File: src/rtl/shop_pkg.sv
package shop_pkg;

  typedef enum logic [1:0] {
    FORM_IMM_SHIFT = 2'd0,
    FORM_REG_SHIFT = 2'd1,
    FORM_ROT_CONST = 2'd2,
    FORM_ROT_ALT   = 2'd3
  } form_e;

  typedef enum logic [1:0] {
    SH_LSL = 2'd0,
    SH_LSR = 2'd1,
    SH_ASR = 2'd2,
    SH_ROR = 2'd3
  } shift_e;

  // Canonical operation after amount normalisation
  typedef enum logic [2:0] {
    OP_PASS = 3'd0,
    OP_LSL  = 3'd1,
    OP_LSR  = 3'd2,
    OP_ASR  = 3'd3,
    OP_ROR  = 3'd4,
    OP_RRX  = 3'd5,
    OP_ZERO = 3'd6
  } opkind_e;

endpackage

File: src/rtl/shop_decode.sv
module shop_decode
  import shop_pkg::*;
#(
  parameter int DW     = 32,
  parameter int SAMT_W = $clog2(DW),
  parameter int IMM_W  = 8,
  parameter int ROT_W  = 4,
  parameter int RAMT_W = 8,
  parameter int RROT_W = 4,
  parameter int PC_ADJ = 4,
  parameter int AW     = SAMT_W + 1
) (
  input  logic [1:0]        form_i,
  input  logic [1:0]        kind_i,
  input  logic [SAMT_W-1:0] imm_amt_i,
  input  logic [ROT_W-1:0]  rot_i,
  input  logic [IMM_W-1:0]  const_i,
  input  logic [DW-1:0]     rm_i,
  input  logic [DW-1:0]     rs_i,
  input  logic              rm_is_pc_i,
  output logic [DW-1:0]     src_o,
  output opkind_e           op_o,
  output logic [AW-1:0]     amt_o
);

  localparam logic [RAMT_W-1:0] FULL_B = RAMT_W'(DW);
  localparam logic [AW-1:0]     FULL_A = AW'(DW);

  logic [RAMT_W-1:0] amt_byte;
  logic [RROT_W-1:0] rot_nib;

  assign amt_byte = rs_i[RAMT_W-1:0];
  assign rot_nib  = amt_byte[RROT_W-1:0];

  always_comb begin
    src_o = rm_i;
    op_o  = OP_PASS;
    amt_o = '0;
    case (form_e'(form_i))
      FORM_IMM_SHIFT: begin
        src_o = rm_i + (rm_is_pc_i ? DW'(PC_ADJ) : '0);
        amt_o = AW'(imm_amt_i);
        case (shift_e'(kind_i))
          SH_LSL: op_o = (imm_amt_i == '0) ? OP_PASS : OP_LSL;
          SH_LSR: begin
            op_o = OP_LSR;
            if (imm_amt_i == '0) amt_o = FULL_A;
          end
          SH_ASR: begin
            op_o = OP_ASR;
            if (imm_amt_i == '0) amt_o = FULL_A;
          end
          default: op_o = (imm_amt_i == '0) ? OP_RRX : OP_ROR;
        endcase
      end
      FORM_REG_SHIFT: begin
        if (amt_byte != '0) begin
          case (shift_e'(kind_i))
            SH_LSL, SH_LSR: begin
              if (amt_byte > FULL_B) begin
                op_o = OP_ZERO;
              end else begin
                op_o  = (shift_e'(kind_i) == SH_LSL) ? OP_LSL : OP_LSR;
                amt_o = AW'(amt_byte);
              end
            end
            SH_ASR: begin
              op_o  = OP_ASR;
              amt_o = (amt_byte >= FULL_B) ? FULL_A : AW'(amt_byte);
            end
            default: begin
              op_o  = OP_ROR;
              amt_o = (rot_nib == '0) ? FULL_A : AW'(rot_nib);
            end
          endcase
        end
      end
      default: begin
        src_o = DW'(const_i);
        if (rot_i != '0) begin
          op_o  = OP_ROR;
          amt_o = AW'({rot_i, 1'b0});
        end
      end
    endcase
  end

endmodule

File: src/rtl/shop_funnel.sv
module shop_funnel #(
  parameter int DW = 32,
  parameter int AW = $clog2(DW) + 1
) (
  input  logic [DW-1:0] hi_i,
  input  logic [DW-1:0] lo_i,
  input  logic [AW-1:0] amt_i,
  output logic [DW-1:0] res_o,
  output logic          cry_o
);

  // {hi, lo, guard} shifted right; the guard slot catches the last bit out
  localparam int XW = 2 * DW + 1;

  logic [XW-1:0] stage [0:AW];

  assign stage[0] = {hi_i, lo_i, 1'b0};

  for (genvar g = 0; g < AW; g++) begin : g_stage
    assign stage[g+1] = amt_i[g] ? (stage[g] >> (1 << g)) : stage[g];
  end

  assign res_o = stage[AW][DW:1];
  assign cry_o = stage[AW][0];

endmodule

File: src/rtl/shifter_operand_gen.sv
module shifter_operand_gen
  import shop_pkg::*;
#(
  parameter int DW     = 32,
  parameter int SAMT_W = $clog2(DW),
  parameter int IMM_W  = 8,
  parameter int ROT_W  = 4,
  parameter int RAMT_W = 8,
  parameter int RROT_W = 4,
  parameter int PC_ADJ = 4
) (
  input  logic [1:0]        form_sel,
  input  logic [1:0]        shift_kind,
  input  logic [SAMT_W-1:0] imm_amt,
  input  logic [ROT_W-1:0]  rot_fld,
  input  logic [IMM_W-1:0]  imm_const,
  input  logic [DW-1:0]     rm_val,
  input  logic [DW-1:0]     rs_val,
  input  logic              rm_is_pc,
  input  logic              c_in,
  output logic [DW-1:0]     op_out,
  output logic              c_out
);

  localparam int AW = SAMT_W + 1;

  logic [DW-1:0] src, src_rev, fun_hi, fun_lo, fun_res, fun_res_rev;
  logic          fun_cry;
  opkind_e       op_k;
  logic [AW-1:0] amt;

  shop_decode #(
    .DW(DW), .SAMT_W(SAMT_W), .IMM_W(IMM_W), .ROT_W(ROT_W),
    .RAMT_W(RAMT_W), .RROT_W(RROT_W), .PC_ADJ(PC_ADJ), .AW(AW)
  ) u_decode (
    .form_i    (form_sel),
    .kind_i    (shift_kind),
    .imm_amt_i (imm_amt),
    .rot_i     (rot_fld),
    .const_i   (imm_const),
    .rm_i      (rm_val),
    .rs_i      (rs_val),
    .rm_is_pc_i(rm_is_pc),
    .src_o     (src),
    .op_o      (op_k),
    .amt_o     (amt)
  );

  // Left shifts reuse the right funnel on a bit-reversed word
  for (genvar i = 0; i < DW; i++) begin : g_rev
    assign src_rev[i]     = src[DW-1-i];
    assign fun_res_rev[i] = fun_res[DW-1-i];
  end

  always_comb begin
    fun_hi = '0;
    fun_lo = src;
    case (op_k)
      OP_LSL:  fun_lo = src_rev;
      OP_ASR:  fun_hi = {DW{src[DW-1]}};
      OP_ROR:  fun_hi = src;
      default: ;
    endcase
  end

  shop_funnel #(.DW(DW), .AW(AW)) u_funnel (
    .hi_i (fun_hi),
    .lo_i (fun_lo),
    .amt_i(amt),
    .res_o(fun_res),
    .cry_o(fun_cry)
  );

  always_comb begin
    case (op_k)
      OP_PASS: begin op_out = src;                  c_out = c_in;    end
      OP_ZERO: begin op_out = '0;                   c_out = 1'b0;    end
      OP_RRX:  begin op_out = {c_in, src[DW-1:1]};  c_out = src[0];  end
      OP_LSL:  begin op_out = fun_res_rev;          c_out = fun_cry; end
      default: begin op_out = fun_res;              c_out = fun_cry; end
    endcase
  end

endmodule

File: config.mk
export PLATFORM = sky130hd
export DESIGN_NAME = shifter_operand_gen
export DESIGN_NICKNAME = d
export VERILOG_FILES = /design/src/rtl/shop_pkg.sv /design/src/rtl/shop_decode.sv /design/src/rtl/shop_funnel.sv /design/src/rtl/shifter_operand_gen.sv
export SDC_FILE = /design/constraint.sdc
export NUM_CORES = 1
export LEC_CHECK = 0
export CORE_ASPECT_RATIO = 1.4
export CORE_UTILIZATION = 35
export DETAILED_ROUTE_END_ITERATION = 10
export PLACE_DENSITY = 0.59
export RECOVER_POWER = 25
export SYNTH_ARGS = -nofsm -noshare
export SYNTH_HDL_FRONTEND = slang
export SYNTH_SLANG_ARGS = --single-unit
File: constraint.sdc
create_clock -name vclk -period 7
set_input_delay 1.4 -clock vclk [all_inputs]
set_output_delay 1.4 -clock vclk [all_outputs]
set_load 0.03 [all_outputs]
==> results.sh <==
export IMPL_nNetsFinal=1856
export IMPL_initial_utilization=0.358
export IMPL_dieArea_sq_um=23000
export IMPL_antenna_found_initial=1
export IMPL_endpoint_kind="output pin"
export IMPL_maxSlewHeadroom=0.405
export IMPL_port_buffers=96
export IMPL_layout_min_cycle_time_ns=6.96
export IMPL_core_area_sq_um=21900
export IMPL_holdWs_ns=3.67
export IMPL_finalHoldViolations=0
export IMPL_maxCapViolations=0
export IMPL_synthCells=1218
export IMPL_overflow=0
export IMPL_cp_start_kind="primary input"
export IMPL_status="completed"
export IMPL_worst_setup_path_type="in2out"
export IMPL_path_max_fanout=6
export IMPL_worst_pin_slew_ns=0.887
export IMPL_post_drt_wl_per_cell_um=29.0
export IMPL_worstPathArrival_ns=5.56
export IMPL_clock_buffers=0
export IMPL_ys_seq_area_frac=0
export IMPL_slowest_delay_ns=0.57
export IMPL_grt_start_max_net_pins=64
export IMPL_regArea_sq_um=0
export IMPL_setup_viol=0
export IMPL_crit_chain="clkdlybuf4s50_1 > or4_4 > o31a_1 > o22ai_4 > o21a_4 > mux4_2 > mux2_4 > a222oi_1 > buf_4 > o221a_4 > o21ai_4 > a211o_1 > a21boi_2 > buf_6"
export IMPL_rsz0062_at_grt="yes"
export IMPL_netlist_cell_type_count=88
export IMPL_syn2layout_area_growth_pct=77.9
export IMPL_grt_pass1_wl_mm=84.7
export IMPL_max_freq_mhz=144
export IMPL_num_vias=13900
export IMPL_min_period_over_period=0.994
export IMPL_drt_initial_drc_count=1805
export IMPL_hold_path_class="in2out"
export IMPL_final_cell_area_sq_um=14000
export IMPL_vias_per_cell=6.76
export IMPL_hpwl_mm=46.8
export IMPL_drc_errors=0
export IMPL_grt_usage=0.507
export IMPL_grt_pass1_vias=13400
export IMPL_syn_cell_area_sq_um=7850
export IMPL_final_antenna_net_count=0
export IMPL_dpl_cell_area_sq_um=12800
export IMPL_syn_num_nets=1312
export IMPL_drive_above_1_share=0.449
export IMPL_multi_input_area_sq_um=8070
export IMPL_routed_wl_mm=59.7
export IMPL_rows=64
export IMPL_syn_avg_cell_area_sq_um=6.44
export IMPL_post_route_util=0.636
export IMPL_required_ns=5.60
export IMPL_die_width_um=129
export IMPL_die_h_um=179
export IMPL_n_sequential_cell=0
export IMPL_yosysWarningCount=0
export IMPL_cpMaxStageDelayCell="mux4_2"
export IMPL_dr_pass1_iters=6
export IMPL_gp_congestion=1.14
export IMPL_io_pins=120
export IMPL_fillers=2053
export IMPL_hold_buffers=0
export IMPL_drv_slew=0
cell usage after synthesis (7+ instances only):
master / count / share of area
a21oi_1: 96 / 0.061
buf_1: 12 / 0.0057
a31oi_1: 18 / 0.014
inv_1: 13 / 0.0062
a22o_1: 7 / 0.0078
mux4_2: 9 / 0.026
o211ai_1: 39 / 0.037
nor2_1: 109 / 0.052
nor2b_1: 15 / 0.012
nand2_1: 126 / 0.060
or3_1: 11 / 0.0088
or4_1: 8 / 0.0077
and3_1: 10 / 0.0080
o21a_1: 13 / 0.012
a221o_1: 11 / 0.014
a211o_1: 13 / 0.015
o32ai_1: 7 / 0.0078
xnor2_1: 7 / 0.0078
mux2i_1: 64 / 0.082
ha_1: 7 / 0.011
nor3_1: 36 / 0.023
clkbuf_1: 67 / 0.032
mux2_2: 43 / 0.062
a222oi_1: 12 / 0.015
o221ai_1: 16 / 0.018
o31ai_1: 18 / 0.017
a22oi_1: 14 / 0.013
a211oi_1: 22 / 0.021
nand4_1: 9 / 0.0072
a21o_1: 9 / 0.0086
a221oi_1: 24 / 0.027
and2_1: 8 / 0.0064
o22ai_1: 21 / 0.017
o21ai_1: 25 / 0.016
nor4_1: 10 / 0.0080
nand3_1: 48 / 0.031
o21ai_0: 71 / 0.045
buf_2: 33 / 0.021
nand2b_1: 11 / 0.0088
worst max-delay path: cells and delay by family:
kind	cells	cell delay, ns
mux	2	0.85
buf+inv	3	0.81
simple gates	1	0.54
compound gates	8	1.93
cell usage in the layout (no fill, tap or decap), types with 21 or more instances in the layout:
cell,n
mux2_2,41
nand2_1,124
o21ai_0,66
o211ai_1,39
buf_4,555
clkdlybuf4s50_1,48
nor3_1,30
mux2i_1,50
nor2_1,104
o21ai_1,21
buf_12,22
nand3_1,48
a21oi_1,82
worst paths after layout:
kind	startpoint	endpoint	slack, ns	depth (start not counted)
setup / recovery	rs_val[3]	op_out[5]	0.04	14
hold / removal	c_in	c_out	3.67	4
logic make-up after synthesis:
kind of cell	synth area share
AND/OR/NAND/NOR	0.258
AO/OA/AOI/OAI	0.478
multiplexers	0.175
buffers and inverters	0.0698
adder cells (fa/ha/maj)	0.0112
XOR/XNOR	0.00893
cell type report:
type / count / area share
Multi-Input combinational cell: 1089 / 0.578
Timing Repair Buffer: 658 / 0.392
Tap cell: 297 / 0.0266
Inverter: 13 / 0.00349
Antenna cell: 2 / 0.000358
through the flow:
step	TNS, ns	cells	worst slack (ns)
2_1_floorplan	0	1218	0.594
3_3_place_gp	-11.59	2020	-0.877
3_5_place_dp	-11.54	2020	-0.845
4_1_cts	0	2034	0.00117
5_1_grt	-0.0361	2057	-0.0180
6_report	0	2059	0.0391
routing by layer:
metal	global-route usage	vias up	share of wire
met5	0	-	0
met4	0.500	0	0.13
met3	0.128	394	0.11
met2	0.789	1124	0.42
met1	0.552	6456	0.34
li1	-	5944	-
timing repair:
action | in CTS | in global routing
pin swaps | 32 | 39
resized for setup | 132 | 108
cloned | 0 | 2
setup buffers | 14 | 22
endpoints found under the setup margin | 33 | 33
